[src/rtl/scs_pkg.sv]
package scs_pkg;
  typedef enum logic [2:0] {
    OP_RREG  = 3'b000,
    OP_WREG  = 3'b001,
    OP_RFIFO = 3'b011,
    OP_WFIFO = 3'b101
  } op_e;

  typedef enum logic [2:0] {
    ST_CMD,
    ST_RD_HI,
    ST_RD_LO,
    ST_WR_HI,
    ST_WR_LO,
    ST_FRD,
    ST_FWR,
    ST_SKIP
  } st_e;

  localparam int REG_W   = 16;
  localparam int NSTAT   = 5;
  localparam int SB_UNT  = 0;
  localparam int SB_EMP  = 1;
  localparam int SB_OVT  = 2;
  localparam int SB_OVF  = 3;
  localparam int SB_NE   = 4;

  localparam logic [3:0] IX_THR = 4'd0;
  localparam logic [3:0] IX_STS = 4'd1;
  localparam logic [3:0] IX_ENA = 4'd2;
  localparam logic [3:0] IX_CLR = 4'd3;
  localparam logic [3:0] IX_CNT = 4'd4;
endpackage

[src/rtl/scs_shift.sv]
module scs_shift #(
  parameter int SYNC = 2
) (
  input  logic       clk,
  input  logic       rst_n,
  input  logic       sclk,
  input  logic       mosi,
  input  logic       cs_n,
  input  logic [7:0] tx_byte,
  output logic       miso,
  output logic       sel,
  output logic       byte_done,
  output logic [7:0] rx_byte
);
  logic [SYNC-1:0] sclk_sy, mosi_sy, cs_sy;
  logic            sclk_d;
  logic [2:0]      bit_cnt;
  logic [7:0]      rx_sr, tx_sr;

  always_ff @(posedge clk or negedge rst_n) begin
    if (!rst_n) begin
      sclk_sy <= '0;
      mosi_sy <= '0;
      cs_sy   <= '1;
      sclk_d  <= 1'b0;
    end else begin
      sclk_sy <= {sclk_sy[SYNC-2:0], sclk};
      mosi_sy <= {mosi_sy[SYNC-2:0], mosi};
      cs_sy   <= {cs_sy[SYNC-2:0], cs_n};
      sclk_d  <= sclk_sy[SYNC-1];
    end
  end

  logic sclk_s, mosi_s, cs_s, rise, fall;
  assign sclk_s = sclk_sy[SYNC-1];
  assign mosi_s = mosi_sy[SYNC-1];
  assign cs_s   = cs_sy[SYNC-1];
  assign rise   = sclk_s & ~sclk_d;
  assign fall   = ~sclk_s & sclk_d;
  assign sel    = ~cs_s;
  assign miso   = tx_sr[7];

  always_ff @(posedge clk or negedge rst_n) begin
    if (!rst_n) begin
      bit_cnt   <= '0;
      rx_sr     <= '0;
      tx_sr     <= '0;
      rx_byte   <= '0;
      byte_done <= 1'b0;
    end else begin
      byte_done <= 1'b0;
      if (cs_s) begin
        bit_cnt <= '0;
        tx_sr   <= '0;
      end else begin
        if (rise) begin
          rx_sr   <= {rx_sr[6:0], mosi_s};
          bit_cnt <= bit_cnt + 3'd1;
          if (bit_cnt == 3'd7) begin
            rx_byte   <= {rx_sr[6:0], mosi_s};
            byte_done <= 1'b1;
          end
        end
        if (fall) begin
          if (bit_cnt == 3'd0) tx_sr <= tx_byte;
          else                 tx_sr <= {tx_sr[6:0], 1'b0};
        end
      end
    end
  end
endmodule

[src/rtl/scs_fifo.sv]
module scs_fifo #(
  parameter int W     = 8,
  parameter int DEPTH = 32,
  localparam int AW   = $clog2(DEPTH),
  localparam int CW   = $clog2(DEPTH) + 1
) (
  input  logic          clk,
  input  logic          rst_n,
  input  logic          in_valid,
  output logic          in_ready,
  input  logic [W-1:0]  in_data,
  output logic          out_valid,
  input  logic          out_ready,
  output logic [W-1:0]  out_data,
  output logic [CW-1:0] count
);
  logic [W-1:0]  mem [DEPTH];
  logic [AW-1:0] wp, rp;
  logic          do_push, do_pop;

  assign in_ready  = (count != CW'(DEPTH));
  assign out_valid = (count != '0);
  assign out_data  = mem[rp];
  assign do_push   = in_valid & in_ready;
  assign do_pop    = out_valid & out_ready;

  function automatic logic [AW-1:0] bump(input logic [AW-1:0] p);
    return (p == AW'(DEPTH - 1)) ? '0 : p + AW'(1);
  endfunction

  always_ff @(posedge clk) begin
    if (do_push) mem[wp] <= in_data;
  end

  always_ff @(posedge clk or negedge rst_n) begin
    if (!rst_n) begin
      wp    <= '0;
      rp    <= '0;
      count <= '0;
    end else begin
      if (do_push) wp <= bump(wp);
      if (do_pop)  rp <= bump(rp);
      case ({do_push, do_pop})
        2'b10:   count <= count + CW'(1);
        2'b01:   count <= count - CW'(1);
        default: count <= count;
      endcase
    end
  end
endmodule

[src/rtl/scs_ctrl.sv]
module scs_ctrl
  import scs_pkg::*;
#(
  parameter int DEPTH = 32,
  localparam int CW   = $clog2(DEPTH) + 1
) (
  input  logic             clk,
  input  logic             rst_n,
  input  logic             sel,
  input  logic             byte_done,
  input  logic [7:0]       rx_byte,
  output logic [7:0]       tx_byte,
  output logic             rxf_push,
  output logic [7:0]       rxf_data,
  input  logic             rxf_ready,
  input  logic [CW-1:0]    rx_cnt,
  output logic             txf_pop,
  input  logic [7:0]       txf_head,
  input  logic             txf_valid,
  input  logic [CW-1:0]    tx_cnt,
  output logic             fwr_beat,
  output logic [NSTAT-1:0] status,
  output logic             irq
);
  st_e             state;
  logic [CW-1:0]   left;
  logic [7:0]      hi_q;
  logic [REG_W-1:0] rd_q;
  logic            tx_have, fetch;
  logic [CW-1:0]   rx_thr, tx_thr;
  logic [NSTAT-1:0] ena;

  op_e             op;
  logic [3:0]      idx;
  logic [CW-1:0]   blen;
  logic            beat;
  assign op   = op_e'(rx_byte[7:5]);
  assign idx  = rx_byte[4:1];
  assign blen = (rx_byte[4:0] == 5'd0) ? CW'(DEPTH) : CW'(rx_byte[4:0]);
  assign beat = sel & byte_done;

  function automatic logic [REG_W-1:0] rmux(input logic [3:0] a);
    logic [REG_W-1:0] v;
    v = '0;
    case (a)
      IX_THR: v = REG_W'({tx_thr, rx_thr});
      IX_STS: v = REG_W'(status);
      IX_ENA: v = REG_W'(ena);
      IX_CNT: v = REG_W'({rx_cnt, tx_cnt});
      default: v = '0;
    endcase
    return v;
  endfunction

  logic             wr_en;
  logic [REG_W-1:0] wr_word;
  logic [NSTAT-1:0] clr;
  logic [3:0]       wr_idx;
  assign wr_en   = beat & (state == ST_WR_LO);
  assign wr_word = {hi_q, rx_byte};
  assign clr     = (wr_en && wr_idx == IX_CLR) ? wr_word[NSTAT-1:0] : '0;

  assign fwr_beat = beat & (state == ST_FWR);
  assign rxf_push = fwr_beat & rxf_ready;
  assign rxf_data = rx_byte;
  assign txf_pop  = beat & (state == ST_FRD) & tx_have;
  assign tx_byte  = (state == ST_SKIP || state == ST_CMD) ? 8'h00 : hi_q_tx;

  logic [7:0] hi_q_tx;
  always_ff @(posedge clk or negedge rst_n) begin
    if (!rst_n) begin
      state   <= ST_CMD;
      left    <= '0;
      hi_q    <= '0;
      rd_q    <= '0;
      hi_q_tx <= '0;
      tx_have <= 1'b0;
      fetch   <= 1'b0;
      wr_idx  <= '0;
    end else if (!sel) begin
      state   <= ST_CMD;
      hi_q_tx <= '0;
      tx_have <= 1'b0;
      fetch   <= 1'b0;
    end else if (byte_done) begin
      case (state)
        ST_CMD: begin
          case (op)
            OP_RREG: if (rx_byte[0]) begin
              rd_q    <= rmux(idx);
              hi_q_tx <= rmux(idx) >> 8;
              state   <= ST_RD_HI;
            end else state <= ST_SKIP;
            OP_WREG: if (rx_byte[0]) begin
              wr_idx <= idx;
              state  <= ST_WR_HI;
            end else state <= ST_SKIP;
            OP_RFIFO: begin
              left  <= blen;
              fetch <= 1'b1;
              state <= ST_FRD;
            end
            OP_WFIFO: begin
              left  <= blen;
              state <= ST_FWR;
            end
            default: state <= ST_SKIP;
          endcase
        end
        ST_RD_HI: begin
          hi_q_tx <= rd_q[7:0];
          state   <= ST_RD_LO;
        end
        ST_RD_LO: state <= ST_SKIP;
        ST_WR_HI: begin
          hi_q  <= rx_byte;
          state <= ST_WR_LO;
        end
        ST_WR_LO: state <= ST_SKIP;
        ST_FRD: begin
          tx_have <= 1'b0;
          hi_q_tx <= '0;
          left    <= left - CW'(1);
          if (left == CW'(1)) state <= ST_SKIP;
          else                fetch <= 1'b1;
        end
        ST_FWR: begin
          left <= left - CW'(1);
          if (left == CW'(1)) state <= ST_SKIP;
        end
        default: state <= ST_SKIP;
      endcase
    end else if (fetch) begin
      fetch   <= 1'b0;
      hi_q_tx <= txf_valid ? txf_head : 8'h00;
      tx_have <= txf_valid;
    end
  end

  logic [NSTAT-1:0] cond;
  always_comb begin
    cond         = '0;
    cond[SB_NE]  = (rx_cnt != '0);
    cond[SB_OVF] = fwr_beat & ~rxf_ready;
    cond[SB_OVT] = (rx_cnt > rx_thr);
    cond[SB_EMP] = (rx_cnt == '0);
    cond[SB_UNT] = (rx_cnt < rx_thr);
  end

  always_ff @(posedge clk or negedge rst_n) begin
    if (!rst_n) begin
      rx_thr <= '0;
      tx_thr <= '0;
      ena    <= '0;
      status <= '0;
    end else begin
      status <= (status & ~clr) | cond;
      if (wr_en && wr_idx == IX_THR) {tx_thr, rx_thr} <= wr_word[2*CW-1:0];
      if (wr_en && wr_idx == IX_ENA) ena <= wr_word[NSTAT-1:0];
    end
  end

  assign irq = |(status & ena);
endmodule

[src/rtl/spi_cmd_slave.sv]
module spi_cmd_slave #(
  parameter int DEPTH       = 32,
  parameter int SYNC_STAGES = 2,
  localparam int CW         = $clog2(DEPTH) + 1
) (
  input  logic       clk,
  input  logic       rst_n,
  input  logic       spi_sclk,
  input  logic       spi_mosi,
  input  logic       spi_cs_n,
  output logic       spi_miso,
  output logic       irq,
  input  logic       tx_in_valid,
  output logic       tx_in_ready,
  input  logic [7:0] tx_in_data,
  output logic       rx_out_valid,
  input  logic       rx_out_ready,
  output logic [7:0] rx_out_data
);
  logic          sel, byte_done;
  logic [7:0]    rx_byte, tx_byte;
  logic          rxf_push, rxf_ready, txf_pop, txf_valid, fwr_beat;
  logic [7:0]    rxf_data, txf_head;
  logic [CW-1:0] rx_cnt, tx_cnt;
  logic [scs_pkg::NSTAT-1:0] status;

  scs_shift #(.SYNC(SYNC_STAGES)) u_shift (
    .clk(clk), .rst_n(rst_n), .sclk(spi_sclk), .mosi(spi_mosi), .cs_n(spi_cs_n),
    .tx_byte(tx_byte), .miso(spi_miso), .sel(sel), .byte_done(byte_done),
    .rx_byte(rx_byte)
  );

  scs_fifo #(.W(8), .DEPTH(DEPTH)) u_rxq (
    .clk(clk), .rst_n(rst_n),
    .in_valid(rxf_push), .in_ready(rxf_ready), .in_data(rxf_data),
    .out_valid(rx_out_valid), .out_ready(rx_out_ready), .out_data(rx_out_data),
    .count(rx_cnt)
  );

  scs_fifo #(.W(8), .DEPTH(DEPTH)) u_txq (
    .clk(clk), .rst_n(rst_n),
    .in_valid(tx_in_valid), .in_ready(tx_in_ready), .in_data(tx_in_data),
    .out_valid(txf_valid), .out_ready(txf_pop), .out_data(txf_head),
    .count(tx_cnt)
  );

  scs_ctrl #(.DEPTH(DEPTH)) u_ctl (
    .clk(clk), .rst_n(rst_n), .sel(sel), .byte_done(byte_done),
    .rx_byte(rx_byte), .tx_byte(tx_byte),
    .rxf_push(rxf_push), .rxf_data(rxf_data), .rxf_ready(rxf_ready), .rx_cnt(rx_cnt),
    .txf_pop(txf_pop), .txf_head(txf_head), .txf_valid(txf_valid), .tx_cnt(tx_cnt),
    .fwr_beat(fwr_beat), .status(status), .irq(irq)
  );
endmodule

[config.mk]
export PLATFORM = sky130hd
export DESIGN_NAME = spi_cmd_slave
export DESIGN_NICKNAME = d
export VERILOG_FILES = /design/src/rtl/scs_pkg.sv /design/src/rtl/scs_shift.sv /design/src/rtl/scs_fifo.sv /design/src/rtl/scs_ctrl.sv /design/src/rtl/spi_cmd_slave.sv
export SDC_FILE = /design/constraint.sdc
export NUM_CORES = 1
export LEC_CHECK = 0
export ABC_AREA = 1
export BUFFER_PORTS_ARGS = -buffer_cell sky130_fd_sc_hd__buf_2
export CORE_MARGIN = 2
export CORE_UTILIZATION = 55
export CTS_CLUSTER_SIZE = 12
export DETAILED_ROUTE_END_ITERATION = 16
export PLACE_DENSITY = 0.7
export SLEW_MARGIN = 10
export SYNTH_ARGS = -nofsm -noshare
export SYNTH_HDL_FRONTEND = slang
export SYNTH_SLANG_ARGS = --single-unit
[constraint.sdc]
create_clock -name clk -period 7.85 [get_ports clk]
set_input_delay 0.3925 -clock clk [delete_from_list [all_inputs] [get_ports clk]]
set_output_delay 0.3925 -clock clk [all_outputs]
set_load 0.05 [all_outputs]
# [Yosys cells after proc, flatten, opt, wreduce, memory -nomap -nowiden]
# Memories as Yosys holds them, arrays and structs flattened.
# Cells that the tools add are included.
[word_totals] reg_bits=123 mem_bits_rw=512 in_bits=15 n_memories=2
[memory_table] name="u_rxq.mem" depth=32 word_bits=8 rd=1 rd_ports_with_merged_regs=0 wr=1 line="scs_fifo.sv:17" rtl="logic [W-1:0] mem [DEPTH];"
[memory_table] name="u_txq.mem" depth=32 word_bits=8 rd=1 rd_ports_with_merged_regs=0 wr=1 line="scs_fifo.sv:17"
[classes] add_sub_neg=10 n_lt_le_gt_ge=2 n_eq_ne=35 n_mux=47 n_bitwise=21 n_reduce_logical=33
[ops] operator="$mux W8" n=10
[ops] operator="$pmux W12 S4" n=1
[ops] operator="$pmux W6 S2" n=3
[ops] operator="$mux W5" n=5
[ops] operator="$pmux W3 S4" n=2
[ops] operator="$pmux W8 S3" n=1
[ops] operator="$mux W3" n=7
[ops] operator="$add A5 B1 Y5 const B" n=4
[ops] operator="$eq A5 B5 Y1 const B" n=4
[ops] operator="$eq A3 B3 Y1 const B" n=6
[ops] operator="$sub A6 B1 Y6 const B" n=3
[ops] operator="$ne A4 B4 Y1 const B" n=4
[ops] operator="$mux W1" n=15
[ops] operator="$and A1 B1 Y1" n=13
[ops] operator="$add A6 B1 Y6 const B" n=2
[ops] operator="$eq A4 B2 Y1 const B" n=3
[ops] operator="$mux W6" n=2
[ops] operator="$ne A6 B6 Y1 const B" n=2
[ops] operator="$reduce_bool A2 Y1" n=6
[ops] operator="$reduce_bool A6 Y1" n=2
[ops] operator="$and A5 B5 Y5" n=2
[ops] operator="$reduce_and A5 Y1" n=2
[ops] operator="$logic_not A3 Y1" n=3
[ops] operator="$reduce_and A3 Y1" n=3
[ops] operator="29 further kinds" n=43

# [Depth between registers and ports, before layout]
[logic_depth] depth_word=8 mapped_depth=18 mapped_depth_nobuf=17

# [Modules after synthesis]
# Synthesis repeated with hierarchy kept, for this count alone.
[unflattened] hier_cells=2949 hier_area_um2=28676.3
[by_module_without_submodules] mod="scs_fifo" instances=2 cells_each=1159 area_per_inst_um2=11945.2 seq_area_each_um2=8087.8
[by_module_without_submodules] mod="scs_ctrl" instances=1 cells_each=469 area_per_inst_um2=3355.7 seq_area_each_um2=1426.4
[by_module_without_submodules] mod="scs_shift" instances=1 cells_each=162 area_per_inst_um2=1430.1 seq_area_each_um2=853.3

# [Least setup slack after synthesis]
# Ideal clock, no wire load.
[synth_timing] path_kind="flip-flop to flip-flop" startpoint="register u_txq.count[0]" endpoint="register u_txq.count[5]" setup_time_ns=0.084 arrival_ns=2.828 required_time_ns=7.766 path_slack_ns=4.938 path_stages_with_launch=14 n_path_buf=0 synth_period_minus_slack_ns=2.912 path_cell_list="dfrtp_1 > nor4_1 > nand3_1 > nand2_1 > ha_1 > ha_1 > nand3_1 > nand3_1 > nand2_1 > nand2_1 > a21oi_1 > xor2_1 > nand2_1 > o21ai_0"
[synth_via] elab_chain_cells=4 elab_cells_between_ends=10 classes_between="2 x add/sub; 3 x eq/ne; 1 x mux; 2 x bitwise; 2 x reduce/logical"
[synth_rtl] element="start, declared" line="scs_fifo.sv:15" rtl="output logic [CW-1:0] count"
[synth_rtl] element="start signal, assigned" line="scs_fifo.sv:44" rtl="2'b10: count <= count + CW'(1);"
[synth_rtl] element="start signal, assigned" line="scs_fifo.sv:45" rtl="2'b01: count <= count - CW'(1);"
[synth_rtl] element="start signal, assigned" line="scs_fifo.sv:46" rtl="default: count <= count;"
[synth_rtl] element="$ne A6 B6 Y1 *" line="scs_fifo.sv:21" rtl="assign in_ready = (count != CW'(DEPTH));"
[synth_rtl] element="via tx_in_ready" line="spi_cmd_slave.sv:14" rtl="output logic tx_in_ready,"
[synth_rtl] element="$and A1 B1 Y1 *" line="scs_fifo.sv:24" rtl="assign do_push = in_valid & in_ready;"
[synth_rtl] element="$eq A2 B1 Y1 or $eq A2 B2 Y1 (tied branches)" line="scs_fifo.sv:43" rtl="case ({do_push, do_pop})"
[synth_rtl] element="$pmux W6 S2 or $reduce_bool A2 Y1 (tied branches)"
# The timed path passes the listed nets; every way through them passes the cells marked *.
# A chain may end at the register's enable or synchronous reset.

# [Worst setup path after layout]
[layout_timing] startpoint="register u_rxq.rp[0]" endpoint="output rx_out_data[7]"
[layout_via] elab_chain_cells=1
[layout_rtl] element="start, declared" line="scs_fifo.sv:18" rtl="logic [AW-1:0] wp, rp;"
[layout_rtl] element="start signal, assigned" line="scs_fifo.sv:42" rtl="if (do_pop) rp <= bump(rp);"
[layout_rtl] element="$mem_v2 Z32 W8"
[layout_rtl] element="end, declared" line="spi_cmd_slave.sv:18" rtl="output logic [7:0] rx_out_data"
# Every way passes these cells.

==> results.yml <==
floorplan:
  start_util: 0.556
  placementRows: 81
  core_area_sq_um: 49000
  die-height_microns: 226
  die_w_microns: 226
  die-area_sq_um: 51300
  pin_count: 27
cts:
  cts-htree-levels: 3
  insertion_delay_ns: 0.61
  cts_buffers: 67
  clkSlewWorstSetupHoldPaths_ns: 0.06
  cts_tree: "done"
  clkSinkCount: 635
  clock_tree.root_cell: "clkbuf_16"
  cts_resized: 0
  clockBufferDepth: 3
  ctsHoldBuffers: 4
  postCtsSetupBuffers: 0
run_status:
  status: "finished clean"
sta:
  clock.fmax_ghz: 0.234
  setup_violations: 0
  period_needed_ns: 4.27
  slew_headroom: 0.197
  slew_viol_final: 0
  finalSetupTns_ns: 0
  tightest_slew_ns: 1.20
  timing.final.crit_share: 0.544
  rsz0062_at_grt: "no"
  fin_hold_ws_ns: 0.363
  hold_viol: 0
  clock_skew_ns: 0.0295
power:
  p_int_uw: 5880
  clkPwrFrac: 0.349
  total_leakage_power_uw: 0.0110
  vdd_ir_drop_max_mv: 0.202
  p_switching_uw: 2590
  p_per_area_nw_per_um2: 283
  combPwrFrac: 0.186
  swShare: 0.306
  p_seq_frac: 0.465
  p_total_uw: 8470
setup_path:
  worst_setup_path_end_kind: "output pin"
  cp-start-kind: "register"
  critPathMaxFanout: 86
  arrival_ns: 3.88
  critical_path_required_ns: 7.46
  worstSetupPathType: "register to output pin"
job:
  max_cap_viol_count: 0
drt:
  avgViaCountPerCell: 5.74
  avgRoutedWirePerCell_microns: 20.1
  totalWireLength_microns: 65100
  vias: 18600
  drtIter0Drc: 1953
  drcViolationCount: 0
  ant_nets: 0
  dr.pass1.iters: 6
yosys:
  mappedNetlistNets: 2577
  yosys.area.top_type: "edfxtp_1"
  avgSynthCellArea_sq_um: 10.8
  synthTopCellsByArea: "edfxtp_1, dfrtp_1, nand2_1, o21ai_0, nand3_1"
  yosysUniqueCellTypes: 48
  synth_cells: 2528
  seq_area_frac_synth: 0.678
  synth_async_sr_flop_share: 0.194
  synth_top_area_share: 0.565
  ys_ff_latch: 635
  synth-edff-count: 512
  ys_warn_count: 0
  synth-main-ff-cell: "edfxtp_1"
  netlist_area_sq_um: 27200
final_layout:
  finalNonFillerCells: 3244
  drive_gt1_frac: 0.0678
  num-nets-final: 2583
  fill_cells: 3858
  final_cell_mix: "nand2_1, edfxtp_1, nor2_1, o21ai_0, nand3_1"
  syn_to_final_growth_pct: 9.92
  antenna_cells: 0
  final_common_cell: "nand2_1"
placement:
  place_congestion: 0.901
  placed_cells: 3125
  portBuffers: 26
  hpwl_microns: 39100
global_routing:
  first_global_vias: 18300
  grt_pass1_wl_microns: 102000
  antenna_found_initial: 0
  grt_start_max_net_pins: 91
  grt-ovfl-total: 0
  grt_usage: 0.262
min_path:
  hp-class: "register to register"
## power groups by stage
stage          sequential [uW]  combinational, uW  clock [uW]
2_1_floorplan             3890               1180           0
3_3_place_gp              3990               1540           0
3_5_place_dp              4000               1570           0
4_1_cts                   3930               1580        2990
5_1_grt                   3950               1760        3110
6_report                  3930               1580        2960
## Yosys cell counts (all sizes together), types with 5 or more instances
cell    number
o22ai       43
buf         58
edfxtp     512
xnor2        7
nand4       15
xor2         7
clkinv       5
a221oi       6
ha          33
o211ai      35
inv        190
a22oi        7
nor3        19
clkbuf      57
dfrtp      121
o21ai      251
mux2         5
a21oi       23
nor2       271
nand2      611
nand3      229
## metal layers
layer	wire, microns	global-route usage
met4	2350	0.113
met2	31500	0.433
met1	26600	0.341
met3	4690	0.0487
met5	0	0
## critical path: stages, from the launching register on
cell	delay (ns)
dfrtp_4	0.70
clkinv_2	0.58
buf_4	0.59
o21ai_0	0.26
o21ai_0	0.16
o211ai_1	0.35
nand4_1	0.21
nand2_1	0.10
inv_1	0.05
buf_2	0.21
## state kept, by name, summed over array words and instances, names as in the netlist, 5 cells and up
| register | flops |
|---|---|
| u_ctl.left | 6 |
| u_rxq.mem | 256 |
| u_rxq.count | 6 |
| u_ctl.status | 5 |
| u_ctl.hi_q_tx | 8 |
| u_shift.rx_byte | 8 |
| u_rxq.rp | 5 |
| u_ctl.ena | 5 |
| u_txq.count | 6 |
| u_shift.tx_sr | 8 |
| u_ctl.tx_thr | 6 |
| u_txq.wp | 5 |
| u_shift.rx_sr | 7 |
| u_rxq.wp | 5 |
| u_txq.mem | 256 |
| u_ctl.rx_thr | 6 |
| u_ctl.rd_q | 8 |
| u_txq.rp | 5 |
## path summary, 6_finish.rpt
kind                                          from                 end  slack [ns]  cells after the start
worst max-delay path                   u_rxq.rp[0]      rx_out_data[7]        3.58                      9
worst min-delay path            u_shift.mosi_sy[0]  u_shift.mosi_sy[1]        0.36                      0
worst max register to register         u_txq.rp[0]    u_ctl.hi_q_tx[4]        4.30                     12
worst min register to register  u_shift.mosi_sy[0]  u_shift.mosi_sy[1]        0.36                      0
max in group asynchronous                    rst_n     u_ctl.tx_thr[5]        6.04                      3
min in group asynchronous                    rst_n         u_rxq.rp[0]        0.47                      2
## cell families after synthesis
| kind of cell | share of synthesized area |
|---|---|
| buf+inv | 0.0454 |
| flops | 0.678 |
| mux | 0.00207 |
| xor+xnor | 0.00450 |
| fa+ha+maj | 0.0159 |
| compound gates | 0.0785 |
| simple gates | 0.176 |
## metrics by stage
step | instance area [sq um] | worst slack, ns | utilization
finish | 29900 | 3.58 | 0.611
global route | 29900 | 3.31 | 0.611
CTS | 29900 | 3.55 | 0.611
detailed placement | 27900 | 4.20 | 0.569
global placement | 27900 | 4.28 | 0.569
floorplan | 27200 | 4.94 | -
## area by class of cell
class / count / area, sq um / share of cell area
sequential: 635 / 18500 / 0.617
multi-input combinational: 1583 / 7550 / 0.252
clock buffer: 100 / 1870 / 0.0626
tap: 664 / 831 / 0.0278
inverter: 195 / 734 / 0.0245
timing repair buffer: 52 / 338 / 0.0113
clock inverter: 15 / 135 / 0.00452
Power figures use the tool's default switching activity.
